[config.mk]
export PLATFORM = sky130hd
export DESIGN_NAME = rep_loop_unit
export DESIGN_NICKNAME = d
export VERILOG_FILES = /design/src/rtl/rl_pkg.sv /design/src/rtl/rl_cnt_mux.sv /design/src/rtl/rl_rep_ctrl.sv /design/src/rtl/rl_loop_bank.sv /design/src/rtl/rep_loop_unit.sv
export SDC_FILE = /design/constraint.sdc
export NUM_CORES = 1
export LEC_CHECK = 0
export BUFFER_PORTS_ARGS = -buffer_cell sky130_fd_sc_hd__buf_4
export CORE_ASPECT_RATIO = 1.1
export CORE_MARGIN = 3
export CORE_UTILIZATION = 50
export DETAILED_ROUTE_END_ITERATION = 8
export GPL_TIMING_DRIVEN = 0
export PLACE_DENSITY = 0.8
export SYNTH_ARGS = -nofsm -noshare
export SYNTH_HDL_FRONTEND = slang
export SYNTH_SLANG_ARGS = --single-unit
[constraint.sdc]
create_clock -name clk -period 4.8 [get_ports clk]
set_clock_uncertainty 0.15 [all_clocks]
set_input_delay 0.24 -clock clk [delete_from_list [all_inputs] [get_ports clk]]
set_output_delay 0.24 -clock clk [all_outputs]
set_load 0.005 [all_outputs]
[src/rtl/rl_pkg.sv]
package rl_pkg;
    typedef enum logic [1:0] {
        SRC_IMM = 2'd0,
        SRC_REG = 2'd1,
        SRC_MEM = 2'd2,
        SRC_ALT = 2'd3
    } rpt_src_e;
endpackage

[src/rtl/rl_cnt_mux.sv]
module rl_cnt_mux #(
    parameter int CNT_W  = 16,
    parameter int SIMM_W = 8
) (
    input  logic [1:0]        src,
    input  logic [SIMM_W-1:0] imm,
    input  logic [CNT_W-1:0]  reg_val,
    input  logic [CNT_W-1:0]  mem_val,
    output logic [CNT_W-1:0]  cnt
);
    import rl_pkg::*;

    rpt_src_e sel;

    always_comb begin
        sel = rpt_src_e'(src);
        unique case (sel)
            SRC_REG: cnt = reg_val;
            SRC_MEM: cnt = mem_val;
            default: cnt = CNT_W'(imm);
        endcase
    end
endmodule

[src/rtl/rl_rep_ctrl.sv]
module rl_rep_ctrl #(
    parameter int CNT_W = 16
) (
    input  logic             clk,
    input  logic             rst_n,
    input  logic             req,
    input  logic [CNT_W-1:0] cnt_in,
    output logic             exec,
    output logic             hold,
    output logic             done
);
    typedef struct packed {
        logic             active;
        logic [CNT_W-1:0] cnt;
    } rep_st_t;

    rep_st_t st_d, st_q;
    logic    last;

    always_comb begin
        st_d = st_q;
        if (!st_q.active) begin
            if (req) begin
                st_d.active = 1'b1;
                st_d.cnt    = cnt_in;
            end
        end else if (st_q.cnt == '0) begin
            st_d.active = 1'b0;
        end else begin
            st_d.cnt = st_q.cnt - 1'b1;
        end
    end

    always_ff @(posedge clk or negedge rst_n) begin
        if (!rst_n) st_q <= '0;
        else        st_q <= st_d;
    end

    assign last = st_q.active && (st_q.cnt == '0);
    assign exec = st_q.active;
    assign done = last;
    assign hold = st_q.active && !last;
endmodule

[src/rtl/rl_loop_bank.sv]
module rl_loop_bank #(
    parameter int CNT_W  = 16,
    parameter int SIMM_W = 8,
    parameter int NUM_LC = 2,
    localparam int SEL_W = (NUM_LC > 1) ? $clog2(NUM_LC) : 1
) (
    input  logic                    clk,
    input  logic                    rst_n,
    input  logic                    ld,
    input  logic [SEL_W-1:0]        ld_sel,
    input  logic [SIMM_W-1:0]       ld_imm,
    input  logic                    wr,
    input  logic [SEL_W-1:0]        wr_sel,
    input  logic [CNT_W-1:0]        wr_data,
    output logic [NUM_LC*CNT_W-1:0] vals
);
    logic [CNT_W-1:0] lc_d [NUM_LC];
    logic [CNT_W-1:0] lc_q [NUM_LC];

    always_comb begin
        for (int i = 0; i < NUM_LC; i++) begin
            lc_d[i] = lc_q[i];
            if (wr && (wr_sel == SEL_W'(i))) lc_d[i] = wr_data;
            if (ld && (ld_sel == SEL_W'(i))) lc_d[i] = CNT_W'(ld_imm);
        end
    end

    always_ff @(posedge clk or negedge rst_n) begin
        if (!rst_n) begin
            for (int i = 0; i < NUM_LC; i++) lc_q[i] <= '0;
        end else begin
            for (int i = 0; i < NUM_LC; i++) lc_q[i] <= lc_d[i];
        end
    end

    for (genvar g = 0; g < NUM_LC; g++) begin : g_out
        assign vals[g*CNT_W +: CNT_W] = lc_q[g];
    end
endmodule

[src/rtl/rep_loop_unit.sv]
module rep_loop_unit #(
    parameter int CNT_W  = 16,
    parameter int SIMM_W = 8,
    parameter int NUM_LC = 2,
    localparam int SEL_W = (NUM_LC > 1) ? $clog2(NUM_LC) : 1
) (
    input  logic                    clk,
    input  logic                    rst_n,
    input  logic                    rpt_req,
    input  logic [1:0]              rpt_src,
    input  logic [SIMM_W-1:0]       rpt_imm,
    input  logic [CNT_W-1:0]        rpt_reg,
    input  logic [CNT_W-1:0]        rpt_mem,
    input  logic                    lc_ld,
    input  logic [SEL_W-1:0]        lc_sel,
    input  logic [SIMM_W-1:0]       lc_imm,
    input  logic                    cr_wr,
    input  logic [SEL_W-1:0]        cr_sel,
    input  logic [CNT_W-1:0]        cr_wdata,
    output logic                    rep_exec,
    output logic                    pc_hold,
    output logic                    rep_done,
    output logic [NUM_LC*CNT_W-1:0] lc_vals
);
    logic [CNT_W-1:0] sel_cnt;

    rl_cnt_mux #(.CNT_W(CNT_W), .SIMM_W(SIMM_W)) u_mux (
        .src     (rpt_src),
        .imm     (rpt_imm),
        .reg_val (rpt_reg),
        .mem_val (rpt_mem),
        .cnt     (sel_cnt)
    );

    rl_rep_ctrl #(.CNT_W(CNT_W)) u_rep (
        .clk    (clk),
        .rst_n  (rst_n),
        .req    (rpt_req),
        .cnt_in (sel_cnt),
        .exec   (rep_exec),
        .hold   (pc_hold),
        .done   (rep_done)
    );

    rl_loop_bank #(.CNT_W(CNT_W), .SIMM_W(SIMM_W), .NUM_LC(NUM_LC)) u_lc (
        .clk     (clk),
        .rst_n   (rst_n),
        .ld      (lc_ld),
        .ld_sel  (lc_sel),
        .ld_imm  (lc_imm),
        .wr      (cr_wr),
        .wr_sel  (cr_sel),
        .wr_data (cr_wdata),
        .vals    (lc_vals)
    );
endmodule

Yosys cells after proc, flatten, opt, wreduce, memory -nomap -nowiden
Cells that the tools add are included.
Word-level totals
  flip-flop bits (word level): 49
  input bits: 73
  word-level logic and storage cells: 31
Cells by class
  add/subtract/negate cells: 1
  equality and inequality tests: 3
  mux-type cells: 9
  bitwise gates (word level): 2
  reductions and logical operators: 12
Operators with widths (number)
  $mux W16: 5
  $mux W17: 2
  $pmux W16 S2: 1
  $logic_not A16 Y1: 1
  $sub A16 B1 Y16 const B: 1
  $logic_and A1 B1 Y1: 6
  $reduce_bool A2 Y1: 3
  $eq A2 B1 Y1 const B: 1
  $eq A2 B2 Y1 const B: 1
  $ne A2 B2 Y1 const B: 1
  $not A1 Y1: 2
  $reduce_and A2 Y1: 1
  $logic_not A1 Y1: 1
  $mux W1: 1

Logic depth before layout (Yosys ltp)
  depth in word-level cells: 4
  mapped depth: 8
  mapped depth without buffers: 6

By module
From an unflattened synthesis, not the netlist that was laid out.
Second synthesis, totals
  cells, all modules: 316
  area total of the unflattened synthesis: 2832.7 µm²
By module, submodules not included
  rl_loop_bank: times used 1, cells an instance 144, area each 1417.6 µm², seq. area each 800.8 µm²
  rl_rep_ctrl: times used 1, cells an instance 122, area each 1093.5 µm², seq. area each 425.4 µm²
  rl_cnt_mux: times used 1, cells an instance 50, area each 321.6 µm², seq. area each 0.0 µm²

Least setup slack after synthesis
Ideal clock, no wire load.
  path type: flip-flop to flip-flop
  start: reg u_rep.st_q[0] (netlist bit)
  end: reg u_rep.st_q[4] (netlist bit)
  library setup time: 0.123 ns
  arrival time: 1.751 ns
  path slack: 2.776 ns
  cell stages (with the launch flop): 7
  path buffers: 0
  clock period less this slack: 2.024 ns
  path through: dfrtp_1 > inv_1 > ha_1 > or4b_4 > nor2_4 > a31oi_2 > o221a_2
On the way
  cells in the longest elaborated chain, start to end: 3
  elaborated cells between the ends (all ways): 6
Ends and longest elaborated chain
  start, declared: RTL line rl_rep_ctrl.sv:17  | rep_st_t st_d, st_q;
  start signal, assigned: RTL line rl_rep_ctrl.sv:36  | else st_q <= st_d;
  $sub A16 B1 Y16 / $logic_not A16 Y1 (equally long branches): RTL line rl_rep_ctrl.sv:30, rl_rep_ctrl.sv:27
  $mux W16 / $ne A2 B2 Y1 (equally long branches)
  $mux W17 / $reduce_and A2 Y1 (equally long branches)
Parallel ways exist; a longest one is shown, timed or not. The select of a mux whose other input is x is not followed.
A chain may end at the register's enable or synchronous reset.

Worst setup path in the final report
  start: reg u_rep.st_q, in the netlist u_rep.exec
  end: out pc_hold
On the way
  cells in the longest elaborated chain, start to end: 3
Ends and longest elaborated chain
  $logic_and A1 B1 Y1: RTL line rl_rep_ctrl.sv:39  | assign last = st_q.active && (st_q.cnt == '0);
  $logic_not A1 Y1: RTL line rl_rep_ctrl.sv:42  | assign hold = st_q.active && !last;
  $logic_and A1 B1 Y1 (*): RTL line rl_rep_ctrl.sv:42
  end, declared: RTL line rep_loop_unit.sv:21  | output logic pc_hold,
Mark *: on every way between the ends. The rest lies on a longest branch, timed or not.

==> results.py <==
metrics = {
    "worst_hold_path": {
        "hp-class": "in2reg",
    },
    "sta": {
        "final.period_utilization_pct": 51.1,
        "fmaxAchievable_ghz": 0.408,
        "hold_viol": 0,
        "rsz0062_at_grt": "false",
        "post-route-min-period_ns": 2.45,
        "setup_viol": 0,
        "slew_headroom_pct": 58.2,
        "tightest_slew_ns": 0.627,
        "maxSlewViolCount": 0,
        "tns_ns": 0,
        "hold-worst-slack_ns": 0.0110,
    },
    "critical_path": {
        "critPathArrivalTime_ns": 2.06,
        "setup.worst_path.end_class": "primary output",
        "path_class": "reg2out",
        "worstPathMaxFanout": 10,
        "start_kind": "flip-flop",
        "crit_required_ns": 4.41,
    },
    "grt": {
        "grt-ovfl-total": 0,
        "grt_max_degree": 50,
        "track_usage_pct": 26.3,
        "antenna_found_initial": 0,
        "grt_pass1_wl_um": 13700,
        "grt_pass1_vias": 2860,
    },
    "synth": {
        "synth.most_common_cell": "nand2_1",
        "ys_seq_elements": 49,
        "synth_nets": 386,
        "synth-xor-area-share_pct": 0,
        "synth_cell_types": 49,
        "ys.warnings.count": 0,
        "synth_edf_count": 0,
        "yosysTopAreaCell": "dfrtp_1",
        "synthAdderAreaFrac_pct": 1.35,
        "muxShareOfSynthArea_pct": 6.90,
        "synth_ff_type": "dfrtp_1",
        "ys_top_cells_by_area": "dfrtp_1 44%, nand2_1 8.5%, mux2i_1 6.5%, a21oi_1 4.0%, o21ai_0 3.8%",
        "synthCells": 310,
        "synth_common_cells": "63 x nand2_1, 49 x dfrtp_1, 22 x a21oi_1",
        "netlist.area_leader.share_pct": 44.2,
        "synth_top_family_by_area": "compound AO/OA/AOI/OAI gates",
        "synth_compound_area_share_pct": 22.8,
        "synth-simple-area-share_pct": 20.5,
        "synth_seq_area_share_pct": 44.2,
        "postSynthAreaPerCell_um2": 8.95,
        "ys_async_sr_fraction_pct": 100,
        "synth_area_mm2": 0.00278,
    },
    "drt": {
        "met2WireLength_um": 4090,
        "post_drt_wl_per_cell_um": 16.7,
        "vias": 2874,
        "routed-wl-met3_um": 728,
        "drtAntennaViolNets": 0,
        "routed_wl_um": 8360,
        "route.top_layer_used": "met4",
        "drc": 0,
        "m1WireLength_um": 3360,
        "via_per_inst": 5.75,
        "drtIter0Drc": 173,
        "dr.pass1.iters": 4,
    },
    "finish": {
        "finish.net_count": 505,
        "fin_area_mm2": 0.00379,
        "fin_cells": 500,
        "drive_gt1_share_pct": 28.3,
        "syn_to_final_growth_pct": 36.7,
        "fill_cells": 418,
        "post-route-util_pct": 73.4,
        "n_antenna_cell": 0,
    },
    "clock_network": {
        "cts_tree": "done",
        "clock_latency_ns": 0.30,
        "clock_sinks": 49,
        "clock_path_buffers": 2,
        "ctsResizeCount": 0,
        "numCtsBuffers": 5,
        "clkSlewWorstSetupHoldPaths_ns": 0.09,
        "cts_max_level": 2,
        "clock-root-buffer": "clkbuf_8",
    },
    "pwr": {
        "leakage_nw": 1.76,
        "p_comb_share_pct": 35.9,
        "pwr-share-clk_pct": 17.4,
        "power.density_mw_per_mm2": 345,
        "peakVddDrop_mv": 0.176,
        "seq_power_share_pct": 46.7,
        "p_sw_w": 0.000467,
        "p_int_w": 0.000841,
        "sw_frac_of_total_pct": 35.7,
    },
    "place": {
        "place_congestion": 0.863,
        "placed_cell_area_mm2": 0.00366,
        "placed_cells": 488,
        "hpwlAfterDp_um": 6210,
        "port-buffer-count": 106,
    },
    "status": {
        "status": "finished clean",
    },
    "flow_run": {
        "max_cap_violations": 0,
    },
    "floorplan": {
        "die_h_um": 84.1,
        "die-area_mm2": 0.00648,
        "initial_core_util_pct": 53.7,
        "coreArea_mm2": 0.00517,
        "die_w_um": 77.0,
        "ios": 108,
        "rows": 27,
    },
}
-- layer usage --
metal  global-route usage [%]  up-vias
met5                        0        -
met4                     10.4        0
met3                     5.04       13
met2                     44.1      142
met1                     33.4     1356
li1                         -     1363
-- per-stage QoR --
stage / setup slack [ns] / total power, W
floorplan: 2.78 / 0.000889
global placement: 2.52 / 0.00106
detailed placement: 2.52 / 0.00108
CTS: 2.38 / 0.00131
global route: 2.21 / 0.00139
finish: 2.35 / 0.00131
-- cell type report --
cell class | count | area, um2 | area share [%]
inverters | 7 | 26.3 | 0.692
plain buffers | 24 | 92.6 | 2.44
well taps | 72 | 90.1 | 2.37
clock buffers | 5 | 68.8 | 1.81
clock inverters | 1 | 5.00 | 0.132
flip-flops and latches | 49 | 1230 | 32.3
repair buffers | 112 | 856 | 22.6
multi-input cells | 230 | 1430 | 37.7
-- layout by cell type (no fill, tap or decap), types with 4 or more instances in the layout --
cell type | synthesis | routed
a211oi_1 | 4 | 4
dlygate4sd3_1 | 0 | 6
inv_1 | 7 | 7
a21oi_1 | 22 | 22
buf_4 | 0 | 106
clkbuf_8 | 0 | 5
a32o_1 | 4 | 4
buf_1 | 4 | 4
nor2_1 | 9 | 9
nor2b_1 | 6 | 6
dfrtp_1 | 49 | 49
clkbuf_1 | 18 | 18
mux2i_1 | 18 | 18
nor3_1 | 12 | 12
nand2_1 | 63 | 63
a22oi_1 | 12 | 12
o32ai_1 | 5 | 5
o21ai_0 | 21 | 21
-- worst max-delay path, cell delays in order (launching register included) --
cell and delay (ns):
dfrtp_1 0.36, clkbuf_1 0.26, clkbuf_1 0.39, buf_1 0.45, nor2b_1 0.19, buf_4 0.12
-- kinds of logic (layout without fill, tap and decap cells) --
family | count (synthesis) | after routing
and+or+nand+nor | 116 | 116
AOI/OAI and AO/OA | 92 | 92
DFF | 49 | 49
buffers and inverters | 31 | 149
muxes | 19 | 19
adders and majority gates | 3 | 3
-- power groups by stage --
stage	logic, W	registers, W	clock network, W
5_1_grt	0.000522	0.000623	0.000250
3_5_place_dp	0.000466	0.000612	0
3_3_place_gp	0.000455	0.000609	0
2_1_floorplan	0.000296	0.000593	0
4_1_cts	0.000470	0.000605	0.000234
6_report	0.000469	0.000610	0.000228
-- flip-flops by register name, indices dropped and copies added (netlist names) --
register,flops
u_lc.vals,32
u_rep.st_q,16
u_rep.exec,1
-- what timing repair did --
item | in CTS | in global routing
endpoints found under the hold margin | 55 | 1
setup buffers | 0 | 0
hold buffers | 5 | 1
-- final timing paths --
path / start / cells after the start / endpoint / slack, ns
worst max-delay path: u_rep.exec$_DFF_PN0_ / 5 / pc_hold / 2.35
worst min-delay path: lc_imm[6] / 3 / u_lc.vals[22]$_DFFE_PN0P_ / 0.01
worst max register to register: u_rep.st_q[0]$_DFFE_PN0P_ / 6 / u_rep.st_q[4]$_DFFE_PN0P_ / 2.48
worst min register to register: u_lc.vals[15]$_DFFE_PN0P_ / 2 / u_lc.vals[15]$_DFFE_PN0P_ / 0.38
max in group asynchronous: rst_n / 2 / u_lc.vals[4]$_DFFE_PN0P_ / 3.72
min in group asynchronous: rst_n / 2 / u_lc.vals[8]$_DFFE_PN0P_ / 0.35
Power figures use the tool's default switching activity.
